==> src/rtl/dfs_pkg.sv <==
package dfs_pkg;
  typedef enum logic { MODE_SEQ = 1'b0, MODE_SPEC = 1'b1 } fmode_e;
  typedef enum logic [1:0] { NPC_INC = 2'd0, NPC_TGT = 2'd1, NPC_FALL = 2'd2 } npc_sel_e;
endpackage

==> src/rtl/dfs_ctrl.sv <==
module dfs_ctrl
  import dfs_pkg::*;
#(
  parameter int PC_W       = 32,
  parameter int INSN_BYTES = 4
) (
  input  logic            clk,
  input  logic            rst,
  input  logic            adv,
  input  logic            br_dec,
  input  logic            br_taken,
  input  logic [PC_W-1:0] cur_pc,
  output fmode_e          mode_o,
  output logic [PC_W-1:0] fall_o,
  output logic            squash_o,
  output npc_sel_e        sel_o
);
  localparam logic [PC_W-1:0] STEP = PC_W'(INSN_BYTES);

  fmode_e          mode_q, mode_n;
  logic [PC_W-1:0] fall_q, fall_n;
  logic            sq_q, sq_n;

  always_comb begin
    mode_n = mode_q;
    fall_n = fall_q;
    sq_n   = sq_q;
    sel_o  = NPC_INC;
    if (adv) begin
      sq_n = 1'b0;
      if (mode_q == MODE_SPEC) begin
        mode_n = MODE_SEQ;
        if (!br_taken) begin
          sel_o = NPC_FALL;
          sq_n  = 1'b1;
        end
      end else if (br_dec && !sq_q) begin
        mode_n = MODE_SPEC;
        fall_n = cur_pc + STEP;
        sel_o  = NPC_TGT;
      end
    end
  end

  always_ff @(posedge clk) begin
    if (rst) begin
      mode_q <= MODE_SEQ;
      fall_q <= '0;
      sq_q   <= 1'b0;
    end else begin
      mode_q <= mode_n;
      fall_q <= fall_n;
      sq_q   <= sq_n;
    end
  end

  assign mode_o   = mode_q;
  assign fall_o   = fall_q;
  assign squash_o = sq_q;
endmodule

==> src/rtl/dfs_npc.sv <==
module dfs_npc
  import dfs_pkg::*;
#(
  parameter int PC_W       = 32,
  parameter int INSN_BYTES = 4
) (
  input  npc_sel_e        sel,
  input  logic [PC_W-1:0] cur_pc,
  input  logic [PC_W-1:0] tgt,
  input  logic [PC_W-1:0] fall,
  output logic [PC_W-1:0] npc
);
  localparam logic [PC_W-1:0] STEP = PC_W'(INSN_BYTES);

  always_comb begin
    unique case (sel)
      NPC_TGT:  npc = tgt;
      NPC_FALL: npc = fall;
      default:  npc = cur_pc + STEP;
    endcase
  end
endmodule

==> src/rtl/dslot_fetch_seq.sv <==
module dslot_fetch_seq
  import dfs_pkg::*;
#(
  parameter int              PC_W       = 32,
  parameter int              INSN_BYTES = 4,
  parameter logic [PC_W-1:0] RESET_VEC  = 32'h0000_0100
) (
  input  logic            clk,
  input  logic            rst,
  input  logic            stall,
  input  logic            br_dec,
  input  logic [PC_W-1:0] br_tgt,
  input  logic            br_taken,
  output logic [PC_W-1:0] fetch_pc,
  output logic            fetch_vld,
  output logic            squash
);
  logic [PC_W-1:0] pc_q, npc, fall_pc;
  logic            vld_q, adv;
  fmode_e          mode;
  npc_sel_e        sel;

  assign adv = vld_q && !stall;

  dfs_ctrl #(.PC_W(PC_W), .INSN_BYTES(INSN_BYTES)) u_ctrl (
    .clk(clk), .rst(rst), .adv(adv), .br_dec(br_dec), .br_taken(br_taken),
    .cur_pc(pc_q), .mode_o(mode), .fall_o(fall_pc), .squash_o(squash), .sel_o(sel)
  );

  dfs_npc #(.PC_W(PC_W), .INSN_BYTES(INSN_BYTES)) u_npc (
    .sel(sel), .cur_pc(pc_q), .tgt(br_tgt), .fall(fall_pc), .npc(npc)
  );

  always_ff @(posedge clk) begin
    if (rst) begin
      pc_q  <= RESET_VEC;
      vld_q <= 1'b0;
    end else begin
      if (!stall) vld_q <= 1'b1;
      if (adv)    pc_q  <= npc;
    end
  end

  assign fetch_pc  = pc_q;
  assign fetch_vld = vld_q;
endmodule

==> config.mk <==
export PLATFORM = sky130hd
export DESIGN_NAME = dslot_fetch_seq
export DESIGN_NICKNAME = d
export VERILOG_FILES = /design/src/rtl/dfs_pkg.sv /design/src/rtl/dfs_ctrl.sv /design/src/rtl/dfs_npc.sv /design/src/rtl/dslot_fetch_seq.sv
export SDC_FILE = /design/constraint.sdc
export NUM_CORES = 1
export LEC_CHECK = 0
export BUFFER_PORTS_ARGS = -buffer_cell sky130_fd_sc_hd__buf_2
export CAP_MARGIN = 20
export CORE_MARGIN = 2
export CORE_UTILIZATION = 38
export DETAILED_ROUTE_END_ITERATION = 8
export MAX_ROUTING_LAYER = met4
export PLACE_DENSITY = 0.56
export SYNTH_ARGS = -nofsm -noshare
export SYNTH_HDL_FRONTEND = slang
export SYNTH_HIERARCHICAL = 1
export SYNTH_SLANG_ARGS = --single-unit
==> constraint.sdc <==
create_clock -name clk -period 7.2 [get_ports clk]
set_input_delay 1.44 -clock clk [delete_from_list [all_inputs] [get_ports clk]]
set_output_delay 1.44 -clock clk [all_outputs]
set_load 0.05 [all_outputs]
==> results of run 1 <==
==> critical path, delay by kind of cell <==
| kind | cells | cell delay (ns) |
|---|---|---|
| and+or+nand+nor | 4 | 1.95 |
| adders and majority gates | 1 | 0.71 |
| AOI/OAI and AO/OA | 2 | 0.17 |
| buffers and inverters | 5 | 1.17 |
==> routing by layer <==
layer,GRT usage (%),vias up,routed length (um)
met1,31.5,2167,6760
met3,2.52,18,660
met5,-,-,0
li1,-,2205,-
met4,7.48,0,231
met2,33.8,110,6280
==> registers in the layout, indices dropped and copies added (netlist names) <==
| register | flops |
|---|---|
| fetch_pc | 32 |
| u_ctrl/fall_o | 32 |
| u_ctrl/mode_o | 1 |
| fetch_vld | 1 |
| u_ctrl/squash_o | 1 |
==> logic make-up after synthesis <==
kind of cell	count (synthesis)	share of synthesized area [%]
adders and majority gates	4	1.11
muxes	1	0.222
xor gates and xnor gates	25	4.86
and+or+nand+nor	236	33.0
DFF	67	29.8
buffers and inverters	62	6.36
AOI/OAI and AO/OA	156	24.7
==> metrics by stage <==
stage | cells | util [%] | hold slack, ns | power [mW] | cell area (um^2)
2_1_floorplan | 551 | - | 0.437 | 0.471 | 4500
3_3_place_gp | 720 | 42.1 | 0.446 | 0.499 | 4830
3_5_place_dp | 720 | 42.1 | 0.449 | 0.501 | 4830
4_1_cts | 734 | 44.3 | 0.456 | 0.888 | 5080
5_1_grt | 734 | 44.3 | 0.490 | 0.917 | 5080
6_report | 734 | 44.3 | 0.460 | 0.882 | 5080
==> power breakdown <==
part           switching (mW)  internal, mW  leakage [nW]  total [mW]
registers              0.0125         0.382         0.543       0.394
clock network           0.163         0.227         0.128       0.390
logic                  0.0605        0.0377         0.974      0.0982
==> worst paths after layout <==
path	end	depth (start not counted)	slack (ns)
worst max-delay path	fetch_pc[24]$_SDFFE_PP0P_	12	1.96
worst min-delay path	u_ctrl/fall_o[3]$_SDFFE_PP0P_	2	0.46
worst max register to register	fetch_pc[24]$_SDFFE_PP0P_	12	2.81
worst min register to register	u_ctrl/fall_o[3]$_SDFFE_PP0P_	2	0.46
==> cell usage in the layout, fill, tap and decap left out, types with 15 or more instances in the layout <==
cell type | netlist | final
xnor2_1 | 17 | 17
a211oi_1 | 17 | 17
nand4bb_1 | 31 | 31
nand3_1 | 16 | 16
nand2_1 | 29 | 29
buf_2 | 16 | 70
dfxtp_1 | 67 | 67
a21oi_1 | 22 | 22
a221oi_1 | 27 | 27
o21ai_1 | 20 | 20
nand4_1 | 15 | 15
nor2_1 | 41 | 41
nand2b_1 | 31 | 31
==> final cells by class <==
| cell class | instances | share of cell area, % |
|---|---|---|
| multi-input cells | 422 | 56.6 |
| flip-flops and latches | 67 | 26.4 |
| repair buffers | 75 | 7.63 |
| clock buffers | 10 | 4.51 |
| well taps | 143 | 3.52 |
| inverters | 13 | 0.960 |
| clock inverters | 4 | 0.394 |
==> run_results.csv, run 1 <==
group,metric,value,unit
synthesis,avgSynthCellArea,8.17,um^2
sta,layout_setup_ws,1.96,ns
drt,drt-initial-drc-count,294,
floorplanning,die_w,113,um
global_routing,grt_usage,22.5,%
critical_path,r2r-start,"fetch_vld$_SDFFE_PP0N_",
place,dpl_worst_slack,1.64,ns
final_layout,multi_input_area,2880,um^2
sta,clock_skew,0.00464,ns
place,io_buffers,70,
global_routing,antenna_found_initial,0,
final_layout,nFillCells,1177,
final_layout,antennaDiodeCount,0,
synthesis,yosys-top-cells-area,"dfxtp_1, nand4bb_1, a221oi_1",
clock_network,clockBufferDepth,2,
place,place_congestion,0.780,
power_and_ir_drop,ir_drop,0.000123,V
floorplanning,io_pins,71,
global_routing,grt_max_degree,100,
floorplanning,core_area,11500,um^2
drt,detail_route.wl_per_cell,19.0,um
min_path,worstHoldStart,"u_ctrl/fall_o[3]$_SDFFE_PP0P_",
synthesis,ys_ff_latch,67,
global_routing,gr-total-overflow,0,
clock_network,cts_root_buf,"clkbuf_16",
clock_network,cts_resized,0,
drt,vias,4500,
sta,worstMarginPinSlew,0.885,ns
synthesis,synthTopCellsByCount,"dfxtp_1, nor2_1, nand2b_1, nand4bb_1, nand2_1",
synthesis,synthArstFlopShare,0,%
synthesis,ys_seq_area_share,29.8,%
final_layout,drive_gt1_share,18.3,%
clock_network,htreeDepth,3,
floorplanning,die_h,113,um
critical_path,endpoint_kind,"flip-flop",
synthesis,synthesis.nets,592,
final_layout,num-nets-final,629,
critical_path,cp-startpoint,"stall",
critical_path,worstPathRequired,7.47,ns
synthesis,synth_warnings,6,
drt,vias_per_cell,6.13,
sta,maxSlewHeadroom,40.4,%
floorplanning,die_area,12700,um^2
sta,fin_tns_setup,0,ns
power_and_ir_drop,p_leak,1.64,nW
drt,drcViolationCount,0,
clock_network,cts_setup_buffers,0,
sta,maxSlewViolCount,0,
synthesis,syn_area,4500,um^2
synthesis,synth_top_area_share,29.8,%
clock_network,cts_sinks,67,
critical_path,cp-start-kind,"input port",
synthesis,synth_cells,551,
run_status,status,"finished, final reports clean",
sta,hold_viol,0,
clock_network,postCtsHoldBufs,0,
synthesis,synth_area_leader_cell,"dfxtp_1",
critical_path,path_cells,"buf_2, and2b_4, inv_1, or4b_2, clkinv_1, inv_1, ha_2, buf_4, a221oi_1, nor3_1, nand4bb_1, o21ai_2",
final_layout,area_growth,12.9,%
power_and_ir_drop,power_density,174,nW/um^2
place,dp_hpwl,8960,um
global_routing,grt_pass1_vias,4262,
drt,drtAntennaViolNets,0,
synthesis,yosys.cell_types.count,48,
critical_path,crit_path_max_fanout,34,
clock_network,clk_pin_slew,0.06,ns
critical_path,cp.arrival,5.50,ns
floorplanning,start_util,39.3,%
synthesis,yosysMostFrequentCell,"dfxtp_1",
sta,rsz0062_at_grt,"no",
drt,first_pass_iters,4,
global_routing,grt_first_pass_wirelength,22400,um
critical_path,max_stage_delay,0.83,ns
sta,fmax,191,MHz
drt,routed_wl,13900,um
sta,period_minus_slack,5.24,ns
synthesis,synth_edf_count,0,
critical_path,worstSetupPathType,"input port to flip-flop",
sta,finalSetupViolations,0,
clock_network,cts_made_buffers,9,
min_path,hold_class,"flip-flop to flip-flop",
sta,timing.final.crit_share,72.7,%
final_layout,regArea,1340,um^2
critical_path,cp_slowest_cell,"or4b_2",
clock_network,cts_tree,"built",
floorplanning,fp-row-count,39,
clock_network,clock_latency,0.33,ns
flow_run,cap_violations,0,
critical_path,cpMostUsedCell,"inv_1",
synthesis,ys.flop_type,"dfxtp_1",
Power figures use the tool's default switching activity.
==> inputs of run 2 (changes only) <==
- PLACE_DENSITY: 0.56 -> 0.58
- clock period: 7.2 -> 4.7 ns (I/O delays scaled with it)
==> run_results.csv, run 2 (synthesis results as in run 1) <==
group,metric,value,unit
final_layout,area_growth,14.3,%
critical_path,path_cells,"buf_2, and2b_4, inv_1, or4b_2, clkinv_1, ha_1, buf_4, a221oi_1, nor3_1, nand4bb_1, o21ai_2",
final_layout,antennaDiodeCount,0,
min_path,holdPathEnd,"u_ctrl/fall_o[0]$_SDFFE_PP0P_",
sta,fmax,277,MHz
min_path,hold_class,"flip-flop to flip-flop",
drt,vias,4615,
global_routing,grt_max_degree,59,
clock_network,cts_setup_buffers,0,
power_and_ir_drop,power_density,273,nW/um^2
place,place_congestion,0.795,
sta,rsz0062_at_grt,"no",
final_layout,final_common_cell,"buf_2",
clock_network,postCtsHoldBufs,0,
drt,drtAntennaViolNets,0,
place,io_buffers,70,
critical_path,cp-start-kind,"input port",
final_layout,final_cell_mix,"buf_2, dfxtp_1, nor2_1",
critical_path,r2r_cells,10,
min_path,worstHoldStart,"u_ctrl/fall_o[0]$_SDFFE_PP0P_",
global_routing,grt_first_pass_wirelength,22600,um
place,placed_area,4860,um^2
sta,fin_tns_setup,0,ns
drt,first_pass_iters,5,
sta,worstMarginPinSlew,0.967,ns
global_routing,antenna_found_initial,0,
clock_network,htreeDepth,3,
power_and_ir_drop,power_switching,0.365,mW
critical_path,endpoint_kind,"flip-flop",
floorplanning,io_pins,71,
power_and_ir_drop,p_leak,1.68,nW
global_routing,grt_pass1_vias,4102,
clock_network,clk_pin_slew,0.05,ns
clock_network,cts_resized,0,
final_layout,num-nets-final,633,
drt,vias_per_cell,6.24,
clock_network,cts_made_buffers,9,
critical_path,worstPathRequired,4.96,ns
critical_path,critical_path.top_delay_family,"simple AND/OR/NAND/NOR gates",
clock_network,clock_latency,0.34,ns
final_layout,nFillCells,1152,
sta,timing.final.crit_share,76.9,%
final_layout,regArea,1340,um^2
sta,hold_viol,0,
global_routing,gr-total-overflow,0,
power_and_ir_drop,p_sw_share,26.0,%
sta,clock_skew,0.00884,ns
floorplanning,die_area,12700,um^2
critical_path,worstSetupPathType,"input port to flip-flop",
critical_path,max_stage_delay,0.81,ns
drt,detail_route.wl_per_cell,19.2,um
power_and_ir_drop,power_frac_comb,11.0,%
sta,period_minus_slack,3.61,ns
drt,drcViolationCount,0,
critical_path,worst-r2r-setup-slack,1.56,ns
floorplanning,start_util,39.3,%
clock_network,cts_sinks,67,
final_layout,multi_input_area,2880,um^2
clock_network,cts_root_buf,"clkbuf_16",
drt,routed_wl,14200,um
drt,drt-initial-drc-count,383,
critical_path,cp_slowest_cell,"or4b_2",
global_routing,grt_usage,22.8,%
floorplanning,fp-row-count,39,
critical_path,timing.rr.end,"fetch_pc[24]$_SDFFE_PP0P_",
power_and_ir_drop,power,1.41,mW
run_status,status,"finished, final reports clean",
place,dp_hpwl,9080,um
clock_network,cts_tree,"built",
critical_path,cp-startpoint,"stall",
sta,maxSlewHeadroom,35.0,%
floorplanning,die_h,113,um
critical_path,r2r-start,"fetch_vld$_SDFFE_PP0N_",
power_and_ir_drop,sequentialPowerShare,43.0,%
power_and_ir_drop,internal_power,1.04,mW
critical_path,crit_cells,11,
power_and_ir_drop,ir_drop,0.000155,V
sta,finalSetupViolations,0,
clock_network,clockBufferDepth,2,
sta,layout_setup_ws,1.09,ns
final_layout,finalInstanceArea,5140,um^2
place,dpl_worst_slack,0.789,ns
floorplanning,core_area,11500,um^2
flow_run,cap_violations,0,
critical_path,cp.arrival,3.88,ns
sta,maxSlewViolCount,0,
critical_path,crit_path_max_fanout,17,
critical_path,cp.buffers_inverters,4,
min_path,holdPathStages,2,
power_and_ir_drop,pwr-share-clk,45.9,%
floorplanning,die_w,113,um
final_layout,drive_gt1_share,19.0,%
==> run 2: cell count changes in the layout (fill, tap and decap cells not counted), sizes merged <==
cell	before	now
clkinv	5	3
buf	75	79
clkbuf	10	13
==> run 2: power by group through the flow <==
stage               sequential [mW]  clock (mW)  combinational, mW
floorplan                     0.629           0             0.0929
global placement              0.616           0              0.153
CTS                           0.604       0.656              0.155
finish                        0.605       0.645              0.155
global route                  0.607       0.689              0.168
detailed placement            0.616           0              0.155
==> run 2: worst max path at each step <==
stage	to	slack, ns
after detailed placement	fetch_pc[24]$_SDFFE_PP0P_	0.79
after floorplan	fetch_pc[19]$_SDFFE_PP0P_	0.50
after global placement	fetch_pc[24]$_SDFFE_PP0P_	0.85
after global routing	fetch_pc[26]$_SDFFE_PP0P_	0.94
after CTS	fetch_pc[24]$_SDFFE_PP0P_	1.13
final	fetch_pc[24]$_SDFFE_PP0P_	1.09
==> run 2: per-layer routing <==
| layer | track usage, % | up-vias | share of wire (%) |
|---|---|---|---|
| li1 | - | 2220 | - |
| met1 | 31.6 | 2196 | 46 |
| met2 | 34.9 | 191 | 46 |
| met3 | 3.80 | 8 | 6.3 |
| met4 | 5.45 | 0 | 1.0 |
| met5 | - | - | 0 |
==> run 2: cell type report <==
cell class                 count  share of cell area [%]
clock buffer                  13                    5.25
clock inverter                 2                   0.195
inverter                      13                   0.949
multi-input combinational    422                    55.9
sequential                    67                    26.1
tap                          143                    3.48
timing repair buffer          79                    8.12
==> run 2: through the flow <==
step | std cells | hold slack [ns] | util, %
after detailed placement | 724 | 0.459 | 42.4
final | 739 | 0.463 | 44.9
after CTS | 739 | 0.467 | 44.9
after floorplan | 551 | 0.437 | -
after global routing | 739 | 0.485 | 44.9
after global placement | 724 | 0.456 | 42.4
==> run 2: worst reg2reg max path, delay by kind of cell, from the launching register on <==
| family | cells | cell delay (ns) |
|---|---|---|
| flip-flops | 1 | 0.32 |
| AO/OA/AOI/OAI | 2 | 0.20 |
| AND/OR/NAND/NOR | 4 | 1.32 |
| buffers and inverters | 3 | 0.59 |
| adder cells (fa/ha/maj) | 1 | 0.63 |
==> inputs of run 3 (changes only) <==
- clock period: 4.7 -> 3.1 ns (I/O delays scaled with it)
==> run_results.csv, run 3 (synthesis results as in run 1) <==
group,metric,value,unit
run_status,status,"finished, final reports clean",
global_routing,gr-total-overflow,0,
floorplanning,io_pins,71,
floorplanning,start_util,39.3,%
power_and_ir_drop,ir_drop,0.000255,V
global_routing,antenna_found_initial,0,
clock_network,cts_root_buf,"clkbuf_16",
final_layout,final_cell_mix,"buf_2, dfxtp_1, nor2_1",
sta,finalSetupViolations,0,
sta,worstMarginPinSlew,0.641,ns
power_and_ir_drop,p_leak,1.86,nW
floorplanning,fp-row-count,39,
drt,detail_route.wl_per_cell,19.9,um
power_and_ir_drop,power_density,409,nW/um^2
place,dpl_worst_slack,0.212,ns
clock_network,clock_latency,0.34,ns
clock_network,postCtsHoldBufs,0,
global_routing,grt_first_pass_wirelength,24600,um
global_routing,use_met3,3.75,%
floorplanning,die_h,113,um
power_and_ir_drop,power,2.23,mW
final_layout,final_common_cell,"buf_2",
drt,first_pass_iters,5,
final_layout,num-nets-final,652,
sta,maxSlewViolCount,0,
sta,maxSlewHeadroom,57.3,%
clock_network,clk_pin_slew,0.06,ns
flow_run,cap_violations,0,
clock_network,cts_made_buffers,9,
floorplanning,die_area,12700,um^2
critical_path,cp-start-kind,"flip-flop",
drt,drt-initial-drc-count,397,
clock_network,clockBufferDepth,2,
global_routing,grt_use_met1,35.3,%
drt,vias,4704,
final_layout,area_growth,21.2,%
floorplanning,core_area,11500,um^2
critical_path,worstSetupPathType,"flip-flop to flip-flop",
critical_path,crit_path_max_fanout,12,
global_routing,grt_usage,25.0,%
place,dp_hpwl,9870,um
critical_path,endpoint_kind,"flip-flop",
sta,fmax,382,MHz
critical_path,cp_slowest_cell,"or4_1",
sta,layout_setup_ws,0.485,ns
final_layout,finalInstanceArea,5460,um^2
drt,routed_wl,15100,um
drt,vias_per_cell,6.21,
global_routing,top_usage_layer,"met2",
clock_network,cts_setup_buffers,0,
global_routing,grt_use_met2,35.6,%
sta,hold_ws,0.460,ns
sta,rsz0062_at_grt,"no",
clock_network,cts_tree,"built",
critical_path,cp.arrival,2.89,ns
critical_path,worstPathRequired,3.37,ns
place,placed_area,5150,um^2
critical_path,path_cells,"ha_1, nand3_1, or4_1, or4_1, a31oi_1, nand4bb_1, o21ai_1",
sta,hold_viol,0,
critical_path,cpMostUsedCell,"or4_1",
global_routing,grt_pass1_vias,4534,
clock_network,cts_sinks,67,
floorplanning,die_w,113,um
final_layout,utilization,47.6,%
sta,period_minus_slack,2.61,ns
place,io_buffers,70,
final_layout,drive_gt1_share,24.6,%
min_path,hold_class,"flip-flop to flip-flop",
final_layout,fin_cells,758,
global_routing,grt_max_degree,60,
drt,drtAntennaViolNets,0,
drt,drcViolationCount,0,
final_layout,antennaDiodeCount,0,
place,place_inst,743,
sta,timing.final.crit_share,84.4,%
clock_network,cts_resized,0,
sta,fin_tns_setup,0,ns
clock_network,htreeDepth,3,
place,place_congestion,0.896,
critical_path,max_stage_delay,0.76,ns
sta,clock_skew,0.00914,ns
## run 3: cell count changes in the layout (fill, tap and decap cells not counted), sizes merged
| cell | change |
|---|---|
| buf | +19 |
| clkbuf | -2 |
| bufinv | +1 |
| clkinv | -1 |
| clkinvlp | +2 |
## run 3: final timing paths
path / from / to / slack [ns] / depth (start not counted)
max: fetch_pc[2]$_SDFFE_PP0P_ / fetch_pc[30]$_SDFFE_PP0P_ / 0.49 / 7
min: u_ctrl/fall_o[3]$_SDFFE_PP0P_ / u_ctrl/fall_o[3]$_SDFFE_PP0P_ / 0.46 / 2
max reg2reg: fetch_pc[2]$_SDFFE_PP0P_ / fetch_pc[30]$_SDFFE_PP0P_ / 0.49 / 7
min reg2reg: u_ctrl/fall_o[3]$_SDFFE_PP0P_ / u_ctrl/fall_o[3]$_SDFFE_PP0P_ / 0.46 / 2
## run 3: critical path: cells and delay by family (launching register included)
kind / cells / cell delay [ns]
AOI/OAI and AO/OA: 2 / 0.26
adders and majority gates: 1 / 0.25
and+or+nand+nor: 4 / 1.67
DFF: 1 / 0.35
## run 3: per-layer routing
layer  wire (um)  share of wire [%]
met2        6680                 44
met1        7310                 48
met3         798                5.3
met4         298                2.0
met5           0                  0
## run 3: final cells by class
type | count | area (um^2)
inverters | 13 | 56.3
flip-flops and latches | 67 | 1340
well taps | 143 | 179
clock buffers | 11 | 253
multi-input cells | 422 | 2980
clock inverters | 4 | 50.0
fillers | 1109 | 6010
repair buffers | 98 | 598
## run 3: power by group
part / switching [mW] / internal (mW)
registers: 0.0238 / 0.887
clock network: 0.392 / 0.660
logic: 0.164 / 0.103
